<file path="config.mk">
export PLATFORM = sky130hd
export DESIGN_NAME = xcore_halt_mgr
export DESIGN_NICKNAME = d
export VERILOG_FILES = /design/src/rtl/xhm_pkg.sv /design/src/rtl/xhm_rst_sync.sv /design/src/rtl/xhm_cfg_regs.sv /design/src/rtl/xhm_fanout.sv /design/src/rtl/xhm_req_hold.sv /design/src/rtl/xcore_halt_mgr.sv
export SDC_FILE = /design/constraint.sdc
export NUM_CORES = 1
export LEC_CHECK = 0
export ABC_AREA = 1
export BUFFER_PORTS_ARGS = -buffer_cell sky130_fd_sc_hd__buf_2
export CAP_MARGIN = 40
export CORE_MARGIN = 2
export CORE_UTILIZATION = 45
export CTS_BUF_LIST = sky130_fd_sc_hd__clkbuf_8
export DETAILED_ROUTE_END_ITERATION = 12
export MAX_ROUTING_LAYER = met4
export PLACE_DENSITY = 0.72
export SETUP_SLACK_MARGIN = 0.05
export SLEW_MARGIN = 20
export SYNTH_ARGS = -nofsm -noshare
export SYNTH_HDL_FRONTEND = slang
export SYNTH_SLANG_ARGS = --single-unit
</file>
<file path="constraint.sdc">
create_clock -name clk_i -period 0.8 [get_ports clk_i]
set_input_delay 0.08 -clock clk_i [delete_from_list [all_inputs] [get_ports clk_i]]
set_output_delay 0.08 -clock clk_i [all_outputs]
set_load 0.01 [all_outputs]
</file>
<file path="src/rtl/xhm_pkg.sv">
package xhm_pkg;
  localparam int unsigned CFG_ADDR_W = 2;

  typedef enum logic [CFG_ADDR_W-1:0] {
    CFG_JOIN = 2'd0,
    CFG_MASK = 2'd1
  } cfg_sel_e;
endpackage

</file>
<file path="src/rtl/xhm_rst_sync.sv">
module xhm_rst_sync #(
  parameter int unsigned STAGES = 2
) (
  input  logic clk_i,
  input  logic rst_ni,
  output logic rst_no
);
  logic [STAGES-1:0] chain_q;
  logic [STAGES-1:0] chain_d;

  always_comb begin
    chain_d = {chain_q[STAGES-2:0], 1'b1};
  end

  always_ff @(posedge clk_i or negedge rst_ni) begin
    if (!rst_ni) chain_q <= '0;
    else         chain_q <= chain_d;
  end

  assign rst_no = chain_q[STAGES-1];
endmodule

</file>
<file path="src/rtl/xhm_cfg_regs.sv">
module xhm_cfg_regs
  import xhm_pkg::*;
#(
  parameter int unsigned NUM_CORES = 4
) (
  input  logic                  clk_i,
  input  logic                  rst_ni,
  input  logic                  we_i,
  input  logic [CFG_ADDR_W-1:0] addr_i,
  input  logic [NUM_CORES-1:0]  wdata_i,
  output logic [NUM_CORES-1:0]  join_o,
  output logic [NUM_CORES-1:0]  mask_o
);
  logic [NUM_CORES-1:0] join_q, join_d;
  logic [NUM_CORES-1:0] mask_q, mask_d;
  logic                 join_en, mask_en;

  always_comb begin
    join_en = we_i && (addr_i == CFG_JOIN);
    mask_en = we_i && (addr_i == CFG_MASK);
    join_d  = join_en ? wdata_i : join_q;
    mask_d  = mask_en ? wdata_i : mask_q;
  end

  always_ff @(posedge clk_i or negedge rst_ni) begin
    if (!rst_ni) begin
      join_q <= '0;
      mask_q <= '0;
    end else begin
      join_q <= join_d;
      mask_q <= mask_d;
    end
  end

  assign join_o = join_q;
  assign mask_o = mask_q;

  // no strobe, no change
  a_r10_idle_keeps_cfg: assert property (@(posedge clk_i) disable iff (!rst_ni)
    !we_i |=> ($stable(join_q) && $stable(mask_q)));

  // unused addresses leave both registers alone
  a_r9_unused_addr: assert property (@(posedge clk_i) disable iff (!rst_ni)
    (we_i && addr_i[1]) |=> ($stable(join_q) && $stable(mask_q)));
endmodule

</file>
<file path="src/rtl/xhm_fanout.sv">
module xhm_fanout #(
  parameter int unsigned NUM_CORES = 4
) (
  input  logic [NUM_CORES-1:0] hit_i,
  input  logic [NUM_CORES-1:0] join_i,
  input  logic [NUM_CORES-1:0] mask_i,
  output logic [NUM_CORES-1:0] trig_o
);
  for (genvar k = 0; k < NUM_CORES; k++) begin : g_core
    localparam logic [NUM_CORES-1:0] SELF = NUM_CORES'(1) << k;
    logic others_hit;
    logic pulled_in;

    always_comb begin
      others_hit = |(hit_i & ~SELF);
      pulled_in  = others_hit && join_i[k] && !mask_i[k];
      trig_o[k]  = hit_i[k] || pulled_in;
    end

    // own hit always triggers the core
    always_comb begin
      a_r2_own_trig: assert (!hit_i[k] || trig_o[k]);
    end
  end
endmodule

</file>
<file path="src/rtl/xhm_req_hold.sv">
module xhm_req_hold (
  input  logic clk_i,
  input  logic rst_ni,
  input  logic trig_i,
  input  logic ack_i,
  output logic req_o
);
  logic req_q, req_d;

  always_comb begin
    req_d = trig_i || (req_q && !ack_i);
  end

  always_ff @(posedge clk_i or negedge rst_ni) begin
    if (!rst_ni) req_q <= 1'b0;
    else         req_q <= req_d;
  end

  assign req_o = req_q;

  // held while not acknowledged
  a_r7_hold: assert property (@(posedge clk_i) disable iff (!rst_ni)
    (req_q && !ack_i) |=> req_q);

  // cleared after acknowledge without new trigger
  a_r7_clear: assert property (@(posedge clk_i) disable iff (!rst_ni)
    (ack_i && !trig_i) |=> !req_q);

  // a trigger wins over a simultaneous acknowledge
  a_r8_trig_wins: assert property (@(posedge clk_i) disable iff (!rst_ni)
    trig_i |=> req_q);
endmodule

</file>
<file path="src/rtl/xcore_halt_mgr.sv">
module xcore_halt_mgr
  import xhm_pkg::*;
#(
  parameter int unsigned NUM_CORES  = 4,
  parameter int unsigned SYNC_DEPTH = 2
) (
  input  logic                  clk_i,
  input  logic                  rst_ni,
  input  logic                  cfg_we_i,
  input  logic [CFG_ADDR_W-1:0] cfg_addr_i,
  input  logic [NUM_CORES-1:0]  cfg_wdata_i,
  input  logic [NUM_CORES-1:0]  hit_i,
  input  logic [NUM_CORES-1:0]  ack_i,
  output logic [NUM_CORES-1:0]  req_o
);
  logic                 rst_n_s;
  logic [NUM_CORES-1:0] join_q;
  logic [NUM_CORES-1:0] mask_q;
  logic [NUM_CORES-1:0] trig;

  xhm_rst_sync #(.STAGES(SYNC_DEPTH)) i_rst_sync (
    .clk_i  (clk_i),
    .rst_ni (rst_ni),
    .rst_no (rst_n_s)
  );

  xhm_cfg_regs #(.NUM_CORES(NUM_CORES)) i_cfg_regs (
    .clk_i   (clk_i),
    .rst_ni  (rst_n_s),
    .we_i    (cfg_we_i),
    .addr_i  (cfg_addr_i),
    .wdata_i (cfg_wdata_i),
    .join_o  (join_q),
    .mask_o  (mask_q)
  );

  xhm_fanout #(.NUM_CORES(NUM_CORES)) i_fanout (
    .hit_i  (hit_i),
    .join_i (join_q),
    .mask_i (mask_q),
    .trig_o (trig)
  );

  for (genvar k = 0; k < NUM_CORES; k++) begin : g_hold
    localparam logic [NUM_CORES-1:0] SELF = NUM_CORES'(1) << k;

    xhm_req_hold i_hold (
      .clk_i  (clk_i),
      .rst_ni (rst_n_s),
      .trig_i (trig[k]),
      .ack_i  (ack_i[k]),
      .req_o  (req_o[k])
    );

    // own hit reaches the output one edge later
    a_r2_own_hit: assert property (@(posedge clk_i) disable iff (!rst_n_s)
      hit_i[k] |=> req_o[k]);

    // joined and unmasked core follows another core's hit
    a_r4_pull_in: assert property (@(posedge clk_i) disable iff (!rst_n_s)
      ((|(hit_i & ~SELF)) && join_q[k] && !mask_q[k]) |=> req_o[k]);

    // masked idle core stays idle without its own hit
    a_r5_masked_idle: assert property (@(posedge clk_i) disable iff (!rst_n_s)
      (!hit_i[k] && mask_q[k] && !req_o[k]) |=> !req_o[k]);

    // unrelated idle core stays idle without its own hit
    a_r6_unjoined_idle: assert property (@(posedge clk_i) disable iff (!rst_n_s)
      (!hit_i[k] && !join_q[k] && !req_o[k]) |=> !req_o[k]);
  end

  // nothing requested while in reset
  always_comb begin
    a_r1_reset_quiet: assert (rst_n_s || (req_o == '0));
  end
endmodule

</file>
Yosys cells after proc, flatten, opt, wreduce, memory -nomap -nowiden
Index checks and enable logic that the tools add are counted.

Register bits after elaboration: 14. Input bits: 17. Logic and storage cells: 43. Output and inout bits: 4.

Reductions and logical operators: 35. Eq/ne operators: 1.

Operators by type and width (count): $logic_and A1 B1 Y1 (14); $reduce_or A3 Y1 (4); $logic_not A1 Y1 (8); $logic_or A1 B1 Y1 (8); $eq A2 B1 Y1 const B (1); $logic_not A2 Y1 (1).

Logic depth before layout (Yosys ltp)
Gate-level depths: netlist of run 1.

Depth after elaboration: 5. Gate-level depth with buffers: 4. Gate-level depth less buffers: 4.

Hierarchy
From an unflattened synthesis of run 1, not the netlist that was laid out.

Cell total of the unflattened synthesis: 87. Area total of the unflattened synthesis: 656.9 um2.

Modules (own cells, without submodules): xhm_cfg_regs (area each 341.6 um2, times used 1, cells each 37, seq. area each 200.2 um2); xhm_req_hold (area each 40.0 um2, times used 4, cells each 5, seq. area each 25.0 um2); xhm_fanout (area each 101.3 um2, times used 1, cells each 27, seq. area each 0.0 um2); xhm_rst_sync (area each 53.8 um2, times used 1, cells each 3, seq. area each 50.0 um2).

Worst setup path after synthesis of run 1
OpenSTA, ideal clock, no wires.

Path kind: reg-to-reg. From: register g_hold[0].i_hold.req_q. To: register g_hold[0].i_hold.req_q. Library setup time: 0.119 ns. Cell stages (with the launch flop): 3. Period minus slack after synthesis: 0.653 ns. Required time: 0.681 ns. Path slack: 0.147 ns. Data arrival time: 0.534 ns. Buffers on the path: 0. Cell sequence: dfrtp_1 > a21oi_1 > nand2_1.

Cells in the longest elaborated chain, start to end: 2.

Ends and longest elaborated chain: from (decl) (RTL line xhm_req_hold.sv:8) `logic req_q, req_d;`; from (signal assigned) (RTL line xhm_req_hold.sv:16) `else req_q <= req_d;`; $logic_and A1 B1 Y1 (RTL line xhm_req_hold.sv:11) `req_d = trig_i || (req_q && !ack_i);`; $logic_or A1 B1 Y1 (RTL line xhm_req_hold.sv:11); via g_hold[0].i_hold.req_d (RTL line xhm_req_hold.sv:8).

The timed path passes the listed nets, and every way through them passes these cells. A chain may end at the register's enable or synchronous reset.

Final worst setup path of run 1
From: register g_hold[2].i_hold.req_q. To: output port req_o[2].

RTL lines: from (decl) (RTL line xhm_req_hold.sv:8); from (signal assigned) (RTL line xhm_req_hold.sv:16); to (decl) (RTL line xcore_halt_mgr.sv:14) `output logic [NUM_CORES-1:0] req_o`.

No word-level cell between the ends.

==> reports/metrics.cfg, run 1 <==
[outcome]
status=finished, violations left
violations=negative setup slack

[timing]
timing.fmax_mhz=1210
slew_violations=0
setup-violations-final=4
worst_slack_ns=-0.0275
fin_crit_ns=0.827
finalCritPeriodShare=1.03
hold_viol_final=0
skew_ns=0.000688
rsz0062_at_grt=true

[cts]
path_clk_slew_ns=0.05
cts_tree=built
clock-sinks=14
insertion_delay_ns=0.24
clock_tree.htree_level_count=1
clockBufferDepth=2
clock-root-buffer=clkbuf_8
cts_buffers=3

[global_routing]
grt.total_usage=0.144
grt_max_degree=13
grt_pass1_vias=472
antenna_found_initial=0
overflow=0
grt_pass1_wl_mm=1.84

[placed_design]
dp.cells=113
post-dp-hpwl_um=868
numPortBuffers=20
dpl_worst_slack_ns=0.0994
place_congestion=0.806

[finish]
drive_gt1_frac=0.305
synthToLayoutAreaGrowth_pct=27.2
seqCellArea_sq_um=350
n_fill_cell=127
n_antenna_cell=0
multiInputGateArea_sq_um=231
stdcell_count=120
fin_nets=123

[worst_setup_path]
rrSetupSlack_ns=0.03
cp_slowest_cell=dfrtp_1
cp_num_buf_inv=1
cp_cell_sequence=buf_2
path_max_fanout=2
cp-endpoint=req_o[2]
cp_data_arrival_time_ns=0.75
critPathTopFamily=flip-flops
cpPeakStageDelay_ns=0.37
critPathLaunchType=flop
required_ns=0.72
crit_cells=1
r2r_cells=3
r2r_end=g_hold[2].i_hold.req_o
rr_startpoint=g_hold[2].i_hold.req_o
endpoint_kind=output pin
worstSetupPathType=reg -> out
crit_start=g_hold[2].i_hold.req_o

[yosys]
yosysMostFrequentCell=nand2_1
yosys_warnings=0
synth-edff-count=0
synth-seq-area-share=0.532
syn-num-nets=99
yosysUniqueCellTypes=13
avgSynthCellArea_sq_um=8.03
synthCells=82
synth_area_leaders=dfrtp_1 (53%), nand2_1 (16%), inv_1 (7.4%)
synth_area_sq_um=658
synth-seq-cells=14
synth_top_area_cell=dfrtp_1
synth_top_area_share=0.532
synth_common_cells=nand2_1 (28), dfrtp_1 (14), inv_1 (13), nor2_1 (6)
async_reset_ff_frac=1.00
synth_top_flop_cell=dfrtp_1

[floorplanning]
rows=13
coreArea_sq_mm=0.00133
start_util=0.493
dieArea_sq_mm=0.00178
die_w_um=42.2
io_pins=21
die_y_um=42.2

[route]
antenna_left=0
routedWlPerCell_um=9.12
vias_per_cell=4.63
vias=556
drc_errors=0
drtIter0Drc=9
drt_pass1_iterations=4
drt-total-wl_mm=1.09

[pwr]
seqPwrFrac=0.474
p_switching_uw=423
ir_drop_mv=0.966
p_int_uw=1360
powerDensity_mw_per_mm2=2130
comb_power_share=0.156
switching_share=0.237
p_clk_frac=0.371
p_leak_uw=0.000466

[hold_path]
worstHoldPathType=in -> reg
min_from=hit_i[3]

[flow_run]
cap_violations=0

-- power groups by stage --
stage               Combinational (uW)  Sequential, uW  Clock, uW
floorplan                          178             853          0
global placement                   249             857          0
detailed placement                 256             857          0
CTS                                272             845        689
global route                       319             856        717
finish                             278             844        661
-- placed cells by master, fill, tap and decap left out --
cell type       n
conb_1          1
nor2_1          6
nand2_1        28
nand3_1         4
nand2_2         1
dlygate4sd3_1   1
buf_4           3
a21oi_1         2
dfrtp_1        14
nor2_4          1
nand3_2         1
nand4_1         4
buf_2          20
inv_1          13
a21oi_2         2
clkbuf_8        4
-- kinds of logic (layout without fill, tap and decap cells) --
family,Yosys count,in the layout,synth area share
simple gates,45,45,0.304
buf+inv,18,41,0.127
flops,14,14,0.532
compound gates,4,4,0.0304
other cells,1,1,0.00570
-- metal layers --
| metal | up-vias | wire (um) | GRT usage |
|---|---|---|---|
| met4 | 0 | 29 | 0.113 |
| met2 | 26 | 480 | 0.228 |
| met1 | 233 | 487 | 0.157 |
| met3 | 4 | 97 | 0.0259 |
| met5 | - | 0 | - |
| li1 | 293 | - | - |
-- worst min path at each step --
stage | end | slack [ns] | cells past startpoint
finish | g_hold[3].i_hold.req_o | 0.06 | 3
global route | g_hold[3].i_hold.req_o | 0.07 | 3
CTS | g_hold[2].i_hold.req_o | 0.05 | 3
detailed placement | i_rst_sync.chain_q[0] | -0.13 | 1
global placement | i_rst_sync.chain_q[0] | -0.13 | 1
floorplan | i_rst_sync.chain_q[0] | -0.22 | 0
-- what timing repair did --
item,in CTS,in global routing
setup buffers,1,1
setup endpoints to repair,4,5
endpoints found under the hold margin,2,0
pin swaps,2,3
hold buffers,1,0
resized for setup,1,1
-- registers in the layout, indices dropped and copies added, names as in the netlist --
signal and cells:
i_rst_sync.chain_q 2, i_cfg_regs.mask_o 4, g_hold.i_hold.req_o 4, i_cfg_regs.join_o 4
-- final cells by class --
cell class / instances / share of cell area
timing repair buffer: 24 / 0.158
inverter: 13 / 0.0583
tap: 15 / 0.0224
multi-input combinational: 50 / 0.277
sequential: 14 / 0.419
clock buffer: 4 / 0.0658
-- stage by stage --
stage / setup TNS, ns / power, uW / cell area (sq um) / hold slack [ns] / util
2_1_floorplan: 0 / 1030 / 658 / -0.216 / -
3_3_place_gp: 0 / 1110 / 749 / -0.135 / 0.562
3_5_place_dp: 0 / 1110 / 749 / -0.132 / 0.562
4_1_cts: -0.133 / 1810 / 826 / 0.0482 / 0.619
5_1_grt: -0.195 / 1890 / 837 / 0.0653 / 0.628
6_report: -0.0912 / 1780 / 837 / 0.0589 / 0.628
Power figures use the tool's default switching activity.
==> run 2, diff against run 1 <==
--- a/config.mk
+++ b/config.mk
@@ -10,10 +10,10 @@
 export CAP_MARGIN = 40
 export CORE_MARGIN = 2
 export CORE_UTILIZATION = 45
-export CTS_BUF_LIST = sky130_fd_sc_hd__clkbuf_8
 export DETAILED_ROUTE_END_ITERATION = 12
 export MAX_ROUTING_LAYER = met4
 export PLACE_DENSITY = 0.72
+export RECOVER_POWER = 50
 export SETUP_SLACK_MARGIN = 0.05
 export SLEW_MARGIN = 20
 export SYNTH_ARGS = -nofsm -noshare
==> run 2 against run 1 <==
The run still ends with negative setup slack left. Combinational power up 3%. Core utilization shrank 0.84 points. Wire length is 1.0% higher. Count of clock-buffer cells in the layout is the same. Sequential share of layout area rose by 0.57 points. Sequential power hardly changed. Flip-flop and latch count is the same. First-iteration DRC count down 11%. Clock power decreased by 26%. Maximum frequency down 4.7%. Setup slack worse by 0.041 ns. Largest power group unchanged.
==> reports/metrics.cfg, run 2 (same netlist as run 1, synthesis figures left out) <==
[outcome]
status=finished, violations left
violations=negative setup slack

[finish]
layout_common_cells=nand2_1 (28), buf_2 (19), dfrtp_1 (14), inv_1 (13), nor2_1 (6)
fin_nets=124
synthToLayoutAreaGrowth_pct=25.5
drive_gt1_frac=0.311
stdcell_count=121
design_area_sq_um=826
n_fill_cell=126
n_antenna_cell=0
multiInputGateArea_sq_um=235
seqCellArea_sq_um=350
final_common_cell=nand2_1
utilization=0.619

[worst_setup_path]
cp_num_buf_inv=1
cp_data_arrival_time_ns=0.79
required_ns=0.72
r2r_end=g_hold[2].i_hold.req_o
critPathLaunchType=flop
r2r_cells=3
rrSetupSlack_ns=0.03
cpPeakStageDelay_ns=0.38
worstSetupPathType=reg -> out
cp_cell_sequence=buf_2
rr_startpoint=g_hold[2].i_hold.req_o
path_max_fanout=2
critPathTopFamily=flip-flops
cp_slowest_cell=dfrtp_1
endpoint_kind=output pin

[global_routing]
overflow=0
grt_max_degree=13
antenna_found_initial=0
grt.total_usage=0.143
grt_pass1_vias=459
grt_pass1_wl_mm=1.80

[timing]
fin_crit_ns=0.868
hold_viol_final=0
finalCritPeriodShare=1.09
rsz0062_at_grt=true
slew_violations=0
setup-violations-final=4
skew_ns=0.00124
holdWs_ns=0.0230
timing.fmax_mhz=1150
worst_slack_ns=-0.0683

[floorplanning]
io_pins=21
start_util=0.493
die_y_um=42.2
coreArea_sq_mm=0.00133
rows=13
die_w_um=42.2
dieArea_sq_mm=0.00178

[route]
vias=558
drt_pass1_iterations=4
drtIter0Drc=8
routedWlPerCell_um=9.13
drt-total-wl_mm=1.11
antenna_left=0
drc_errors=0
vias_per_cell=4.61

[flow_run]
cap_violations=0

[pwr]
p_int_uw=1200
p_clk_frac=0.303
powerDensity_mw_per_mm2=1960
ir_drop_mv=0.845
p_switching_uw=414
seqPwrFrac=0.521
comb_power_share=0.177
p_leak_uw=0.000459
switching_share=0.256

[hold_path]
min_from=hit_i[3]
hold_depth=3
worstHoldPathType=in -> reg
holdPathEnd=g_hold[3].i_hold.req_o

[cts]
path_clk_slew_ns=0.08
clock-sinks=14
cts_tree=built
clockBufferDepth=2
insertion_delay_ns=0.27
cts_buffers=3
clock_tree.htree_level_count=1
clock-root-buffer=clkbuf_4

[placed_design]
placed_cell_area_sq_um=749
place_congestion=0.806
post-dp-hpwl_um=868
dp.cells=113
numPortBuffers=20
dpl_worst_slack_ns=0.0994

## run 2: what timing repair did
| action | in CTS | in global routing |
|---|---|---|
| setup buffers | 1 | 2 |
| endpoints found under the setup margin | 4 | 5 |
| hold buffers | 1 | 0 |
| gates resized for setup | 1 | 2 |
| pin swaps | 2 | 5 |
| hold endpoints to repair | 2 | 0 |
## run 2: layout make-up
cell class                 instances  area share
clock buffer                       4      0.0439
inverter                          13      0.0591
multi-input combinational         50       0.285
sequential                        14       0.424
tap                               15      0.0227
timing repair buffer              25       0.165
## run 2: metrics by stage
stage               power, uW  setup TNS (ns)
floorplan                1030               0
detailed placement       1110               0
global placement         1110               0
finish                   1620          -0.257
CTS                      1630          -0.320
global route             1740          -0.452
## run 2: how the worst max path moves through the flow
| stage | start | end | slack [ns] | depth (start not counted) |
|---|---|---|---|---|
| 2_1_floorplan | g_hold[0].i_hold.req_o | g_hold[0].i_hold.req_o | 0.15 | 2 |
| 3_3_place_gp | g_hold[2].i_hold.req_o | g_hold[2].i_hold.req_o | 0.12 | 2 |
| 3_5_place_dp | cfg_addr_i[1] | i_cfg_regs.mask_o[1] | 0.1 | 5 |
| 4_1_cts | g_hold[2].i_hold.req_o | req_o[2] | -0.08 | 1 |
| 5_1_grt | g_hold[2].i_hold.req_o | req_o[2] | -0.12 | 1 |
| 6_report | g_hold[2].i_hold.req_o | req_o[2] | -0.07 | 1 |
## run 2: power by group through the flow
| stage | sequential [uW] | clock [uW] | combinational [uW] |
|---|---|---|---|
| floorplan | 853 | 0 | 178 |
| global placement | 857 | 0 | 249 |
| detailed placement | 857 | 0 | 256 |
| CTS | 843 | 513 | 272 |
| global route | 853 | 554 | 327 |
| finish | 842 | 490 | 286 |
## run 2: layer usage
layer  vias to the layer above  wire [um]  track usage
met2                        20        512        0.225
met3                         2         81       0.0388
li1                        294          -            -
met1                       242        497        0.151
met4                         0         14        0.113
met5                         -          0            -
